File: src/rtl/pwm_pkg.sv
package pwm_pkg;
  typedef enum logic [1:0] {
    OUT_OFF    = 2'd0,
    OUT_TOGGLE = 2'd1,
    OUT_NORMAL = 2'd2,
    OUT_INVERT = 2'd3
  } out_mode_e;

  typedef enum logic {
    SLOPE_SINGLE = 1'b0,
    SLOPE_DUAL   = 1'b1
  } slope_e;

  localparam int SEL_W = 3;
endpackage

File: src/rtl/pwm_prescale.sv
module pwm_prescale #(
  parameter int DIV_W = 10
) (
  input  logic                      clk,
  input  logic                      rst,
  input  logic [pwm_pkg::SEL_W-1:0] sel_i,
  output logic                      tick_o
);
  localparam logic [DIV_W-1:0] M_DIV8    = DIV_W'(7);
  localparam logic [DIV_W-1:0] M_DIV64   = DIV_W'(63);
  localparam logic [DIV_W-1:0] M_DIV256  = DIV_W'(255);
  localparam logic [DIV_W-1:0] M_DIV1024 = DIV_W'(1023);

  logic [DIV_W-1:0] div_q;
  logic [DIV_W-1:0] mask;
  logic             run;

  always_comb begin
    run  = 1'b1;
    mask = '0;
    case (sel_i)
      3'd1:    mask = '0;
      3'd2:    mask = M_DIV8;
      3'd3:    mask = M_DIV64;
      3'd4:    mask = M_DIV256;
      3'd5:    mask = M_DIV1024;
      default: run  = 1'b0;
    endcase
  end

  always_ff @(posedge clk) begin
    if (rst)      div_q <= '0;
    else if (run) div_q <= div_q + DIV_W'(1);
  end

  assign tick_o = run && ((div_q & mask) == mask);

  assert_div8_spacing_R2: assert property (@(posedge clk) disable iff (rst)
    (sel_i == 3'd2 && tick_o) ##1 (sel_i == 3'd2) |-> !tick_o);
endmodule

File: src/rtl/pwm_counter.sv
module pwm_counter #(
  parameter int CNT_W = 8
) (
  input  logic             clk,
  input  logic             rst,
  input  logic             tick_i,
  input  logic             dual_i,
  output logic [CNT_W-1:0] cnt_o,
  output logic             down_o,
  output logic             load_o
);
  localparam logic [CNT_W-1:0] TOP    = '1;
  localparam logic [CNT_W-1:0] TOP_M1 = TOP - CNT_W'(1);
  localparam logic [CNT_W-1:0] ONE    = CNT_W'(1);

  logic [CNT_W-1:0] cnt_q, cnt_d;
  logic             dn_q, dn_d;

  always_comb begin
    cnt_d  = cnt_q;
    dn_d   = dn_q;
    load_o = 1'b0;
    if (tick_i) begin
      if (!dual_i) begin
        cnt_d  = cnt_q + ONE;
        dn_d   = 1'b0;
        load_o = (cnt_q == TOP);
      end else if (!dn_q) begin
        if (cnt_q >= TOP_M1) begin
          cnt_d  = (cnt_q == TOP) ? TOP_M1 : TOP;
          dn_d   = 1'b1;
          load_o = (cnt_q == TOP_M1);
        end else begin
          cnt_d = cnt_q + ONE;
        end
      end else begin
        if (cnt_q <= ONE) begin
          cnt_d = '0;
          dn_d  = 1'b0;
        end else begin
          cnt_d = cnt_q - ONE;
        end
      end
    end
  end

  always_ff @(posedge clk) begin
    if (rst) begin
      cnt_q <= '0;
      dn_q  <= 1'b0;
    end else begin
      cnt_q <= cnt_d;
      dn_q  <= dn_d;
    end
  end

  assign cnt_o  = cnt_q;
  assign down_o = dn_q;

  assert_hold_no_tick_R2: assert property (@(posedge clk) disable iff (rst)
    !tick_i |=> $stable(cnt_q));
  assert_single_step_R3: assert property (@(posedge clk) disable iff (rst)
    (tick_i && !dual_i) |=> (cnt_q == $past(cnt_q) + ONE));
  assert_peak_turn_R6: assert property (@(posedge clk) disable iff (rst)
    (tick_i && dual_i && cnt_q == TOP) |=> (cnt_q == TOP_M1));
  assert_floor_turn_R6: assert property (@(posedge clk) disable iff (rst)
    (tick_i && dual_i && cnt_q == '0) |=> (cnt_q == ONE));
endmodule

File: src/rtl/pwm_compare.sv
module pwm_compare #(
  parameter int CNT_W = 8
) (
  input  logic             clk,
  input  logic             rst,
  input  logic             tick_i,
  input  logic             dual_i,
  input  logic             down_i,
  input  logic [CNT_W-1:0] cnt_i,
  input  logic             load_i,
  input  logic [1:0]       out_mode_i,
  input  logic             wr_i,
  input  logic [CNT_W-1:0] wr_data_i,
  output logic             pwm_o,
  output logic             match_o
);
  import pwm_pkg::*;

  localparam logic [CNT_W-1:0] TOP = '1;

  out_mode_e        om;
  logic [CNT_W-1:0] hold_q, act_q;
  logic             wave_q, wave_d, match_q;
  logic             hit, inv, linked;

  assign om     = out_mode_e'(out_mode_i);
  assign hit    = tick_i && (cnt_i == act_q);
  assign inv    = (om == OUT_INVERT);
  assign linked = (om == OUT_NORMAL) || (om == OUT_INVERT) ||
                  (om == OUT_TOGGLE && !dual_i);

  always_comb begin
    wave_d = wave_q;
    if (!linked) begin
      wave_d = 1'b0;
    end else if (om == OUT_TOGGLE) begin
      if (hit) wave_d = !wave_q;
    end else if (!dual_i) begin
      if (tick_i && cnt_i == TOP) wave_d = !inv;
      else if (hit)               wave_d = inv;
    end else begin
      if (hit) wave_d = down_i ? !inv : inv;
    end
  end

  always_ff @(posedge clk) begin
    if (rst) begin
      hold_q  <= '0;
      act_q   <= '0;
      wave_q  <= 1'b0;
      match_q <= 1'b0;
    end else begin
      if (wr_i)   hold_q <= wr_data_i;
      if (load_i) act_q  <= hold_q;
      wave_q  <= wave_d;
      match_q <= hit;
    end
  end

  assign pwm_o   = wave_q;
  assign match_o = match_q;

  assert_active_hold_R8: assert property (@(posedge clk) disable iff (rst)
    !load_i |=> $stable(act_q));
  assert_off_low_R9: assert property (@(posedge clk) disable iff (rst)
    (om == OUT_OFF) |=> !pwm_o);
  assert_wrap_high_R4: assert property (@(posedge clk) disable iff (rst)
    (tick_i && !dual_i && om == OUT_NORMAL && cnt_i == TOP) |=> pwm_o);
endmodule

File: src/rtl/pwm8_timer.sv
module pwm8_timer #(
  parameter int CNT_W = 8,
  parameter int DIV_W = 10
) (
  input  logic             clk,
  input  logic             rst,
  input  logic             mode_i,
  input  logic [1:0]       out_mode_i,
  input  logic [2:0]       clk_sel_i,
  input  logic             cmp_wr_i,
  input  logic [CNT_W-1:0] cmp_data_i,
  output logic             pwm_o,
  output logic [CNT_W-1:0] count_o,
  output logic             match_o
);
  logic             tick, down, load;
  logic [CNT_W-1:0] cnt;

  pwm_prescale #(.DIV_W(DIV_W)) u_div (
    .clk(clk), .rst(rst), .sel_i(clk_sel_i), .tick_o(tick)
  );

  pwm_counter #(.CNT_W(CNT_W)) u_cnt (
    .clk(clk), .rst(rst), .tick_i(tick), .dual_i(mode_i),
    .cnt_o(cnt), .down_o(down), .load_o(load)
  );

  pwm_compare #(.CNT_W(CNT_W)) u_cmp (
    .clk(clk), .rst(rst), .tick_i(tick), .dual_i(mode_i), .down_i(down),
    .cnt_i(cnt), .load_i(load), .out_mode_i(out_mode_i),
    .wr_i(cmp_wr_i), .wr_data_i(cmp_data_i),
    .pwm_o(pwm_o), .match_o(match_o)
  );

  assign count_o = cnt;
endmodule

File: config.mk
export PLATFORM = sky130hd
export DESIGN_NAME = pwm8_timer
export DESIGN_NICKNAME = d
export VERILOG_FILES = /design/src/rtl/pwm_pkg.sv /design/src/rtl/pwm_prescale.sv /design/src/rtl/pwm_counter.sv /design/src/rtl/pwm_compare.sv /design/src/rtl/pwm8_timer.sv
export SDC_FILE = /design/constraint.sdc
export NUM_CORES = 1
export LEC_CHECK = 0
export BUFFER_PORTS_ARGS = -buffer_cell sky130_fd_sc_hd__buf_2
export CAP_MARGIN = 20
export CORE_MARGIN = 1
export CORE_UTILIZATION = 31
export DETAILED_ROUTE_END_ITERATION = 16
export SETUP_SLACK_MARGIN = 0.2
export SYNTH_ARGS = -nofsm -noshare
export SYNTH_HDL_FRONTEND = slang
export SYNTH_HIERARCHICAL = 1
export SYNTH_SLANG_ARGS = --single-unit
File: constraint.sdc
create_clock -name clk -period 3.9 [get_ports clk]
set_clock_uncertainty 0.05 [all_clocks]
set_input_delay 0 -clock clk [delete_from_list [all_inputs] [get_ports clk]]
set_output_delay 0 -clock clk [all_outputs]
set_load 0.01 [all_outputs]
==> metrics.csv <==
stage,metric,value,unit
clock_tree,CTS Root Cell,clkbuf_8,
synthesis,mux contribution to synthesized area,0.102,
clock_tree,CTS max path bufs,2,
synthesis,"area fraction in and, or, nand and nor cells after synthesis",0.284,
finish,Syn-to-layout area delta,18.4,%
synthesis,Yosys cell types,46,
floorplan,Die Ht,84.6,µm
route,DR iter-0 viols,143,
synthesis,Synth Area in XOR/XNOR,0.0786,
setup_path,cell family with most CP delay,simple AND/OR/NAND/NOR gates,
clock_tree,Max H-tree Level,2,
grt,initial antenna violation count,0,
synthesis,Compound-Gate Fraction of Synth Area,0.121,
placed_design,Port Buffer Count,26,
setup_path,Critical Path RT,3.99,ns
synthesis,Yosys top cell by area,dfxtp_1,
setup_path,Critical Path Start Type,register,
synthesis,Synth top cells by count,"nor2_1 (39), dfxtp_1 (37), nand2_1 (18)",
synthesis,Gate Count Post-Synth,250,
floorplan,Cell Rows,29,
clock_tree,CTS tree,yes,
route,vias per inst,5.21,
grt,pin count of the biggest net entering global routing,39,
sta,Fin. Hold Viols,0,
worst_hold_path,min-delay worst type,in -> reg,
clock_tree,CTS buffer count,5,
synthesis,syn_area_per_cell,8.47,µm²
synthesis,Synth Net Count,272,
grt,first-pass GRT wire length,8470,µm
route,Post-DRT Antenna Nets,0,
sta,setup TNS,0,ns
floorplan,core area,0.00646,mm²
clock_tree,Clock transition at path regs,0.07,ns
placed_design,DP Wirelength,3300,µm
route,drt drc,0,
setup_path,CP max stage delay,0.43,ns
synthesis,"flops & latches, synth",37,
sta,pins over their slew limit,0,
synthesis,most common cell in the netlist,nor2_1,
synthesis,largest cells by area after synthesis,"dfxtp_1 (35%), mux2i_1 (8.0%), nor2_1 (6.9%)",
route,WL/cell,13.5,µm
synthesis,Yosys warnings,6,
setup_path,crit end category,register,
setup_path,"Critical Path, Cell by Cell",and3_1 > and3_1 > a31oi_1 > o21ai_0 > buf_4 > clkinv_1 > nor4b_2 > buf_4 > mux2i_1 > nor2_1,
clock_tree,CTS sink cnt,37,
finish,Nets,304,
sta,final setup vio count,0,
setup_path,crit path kind,reg -> reg,
grt,global route total overflow,0,
floorplan,DIE AREA,0.00716,mm²
floorplan,boundary pin count,27,
route,routed wire length,4860,µm
run,Max Cap Violations,0,
setup_path,Buf/Inv on CP,3,
route,DR pass1 iterations,6,
synthesis,Synth Flop Type,dfxtp_1,
finish,ant diodes,0,
clock_tree,clock latency on the worst-skew pair,0.28,ns
synthesis,Mapped Area,0.00212,mm²
synthesis,Synth Area in Adders,0.0296,
floorplan,die extent in x,84.6,µm
sta,slew at the pin closest to its max-slew limit,0.714,ns
synthesis,Post-synth EDFFs,0,
setup_path,CP max stage cell,dfxtp_1,
sta,period utilization,0.647,
pwr,Worst VDD drop,0.000157,V
floorplan,Initial Utilization,0.328,
sta,unrepaired setup endpoints after global routing,no,
placed_design,dpl cells,344,
sta,Tmin final,2.52,ns
pwr,Pleak,0.997,nW
synthesis,sequential area share after synthesis,0.350,
finish,fin util,0.388,
synthesis,async set-reset flop share out of synthesis,0,
grt,Tot GR Track Use,0.145,
pwr,Power per Cell Area,326,mW/mm²
grt,vias in the first global route,1759,
sta,Slew HR,0.524,
finish,Finished Layout Cells,360,
sta,Achievable Freq,396,MHz
placed_design,GPL Wtd Cong,0.833,
synthesis,largest family of logic cells by synthesized area,simple AND/OR/NAND/NOR gates,
setup_path,crit path DAT,2.62,ns
setup_path,crit-path max FO,17,
finish,layout cells sized above 1,0.170,
pwr,Total Power,0.816,mW
route,vias,1875,
synthesis,share of the synthesized area in the top cell type,0.350,
run_status,status,completed,
-- state kept, by name, indices dropped and copies added (netlist names) --
signal	flops
u_div/div_q	10
u_cmp/act_q	8
u_cmp/hold_q	8
u_cnt/cnt_o	8
u_cmp/match_o	1
u_cmp/pwm_o	1
u_cnt/down_o	1
-- layer usage --
| layer | vias to the layer above | global-route usage | wire [µm] |
|---|---|---|---|
| met5 | - | 0 | 0 |
| met4 | 0 | 0.0262 | 25 |
| met3 | 2 | 0.0344 | 154 |
| met2 | 35 | 0.241 | 2320 |
| met1 | 881 | 0.192 | 2370 |
| li1 | 957 | - | - |
-- worst paths after layout --
| check | depth (start not counted) | endpoint | slack [ns] | startpoint |
|---|---|---|---|---|
| worst max-delay path | 10 | u_cmp/act_q[5]$_SDFFE_PP0P_ | 1.38 | u_div/div_q[3]$_SDFFE_PP0P_ |
| worst min-delay path | 3 | u_cmp/pwm_o$_SDFFE_PP0P_ | 0.07 | out_mode_i[0] |
| worst max register to register | 10 | u_cmp/act_q[5]$_SDFFE_PP0P_ | 1.38 | u_div/div_q[3]$_SDFFE_PP0P_ |
| worst min register to register | 2 | u_cmp/pwm_o$_SDFFE_PP0P_ | 0.43 | u_cmp/pwm_o$_SDFFE_PP0P_ |
-- metrics by stage --
stage	hold WS, ns	setup WS, ns	area (µm²)
floorplan	0.0972	1.38	2120
global placement	0.185	1.50	2310
detailed placement	0.191	1.41	2310
CTS	0.0684	1.39	2510
global route	0.0907	1.12	2510
finish	0.0743	1.38	2510
-- worst register-to-register path, delay by kind of cell, from the launching register on --
kind	cells	cell delay (ns)
mux	1	0.20
simple gates	4	0.77
buf+inv	3	0.73
compound gates	2	0.21
flops	1	0.43
-- cell families after synthesis --
logic type / after synthesis
buffers and inverters: 17
adder cells (fa/ha/maj): 5
AO/OA/AOI/OAI: 37
flip-flops: 37
AND/OR/NAND/NOR: 114
XOR/XNOR: 19
multiplexers: 21
-- power by group --
group / internal, mW / switching, mW
logic: 0.0337 / 0.0390
registers: 0.387 / 0.00882
clock network: 0.209 / 0.139
total: 0.629 / 0.187
-- layout make-up --
| class | count | area, µm² |
|---|---|---|
| clock buffer | 7 | 86.3 |
| clock inverter | 1 | 30.0 |
| fill | 682 | 3950 |
| inverter | 6 | 22.5 |
| multi-input combinational | 196 | 1310 |
| sequential | 37 | 741 |
| tap | 77 | 96.3 |
| timing repair buffer | 36 | 225 |
-- layout by cell type, fill, tap and decap left out, types with 5 or more instances in the layout --
cell type,netlist,layout
nor2_1,39,39
dfxtp_1,37,37
buf_2,4,26
nand2_1,18,18
mux2i_1,17,17
nand3_1,15,15
a21oi_1,14,14
xor2_1,12,12
o21ai_0,9,9
dlygate4sd3_1,0,8
xnor2_1,7,7
clkbuf_8,0,6
and3_1,6,6
inv_1,5,5
nor3_1,5,5
nor4_1,5,5
ha_1,5,5
-- what timing repair did --
item | 4_1_cts | 5_1_grt
gates resized for setup | 0 | 0
buffers inserted | 0 | 0
endpoints found under the hold margin | 8 | 0
hold buffers | 8 | 0
setup endpoints to repair | 0 | 0
Note: power is estimated with default switching activity, not from simulation.
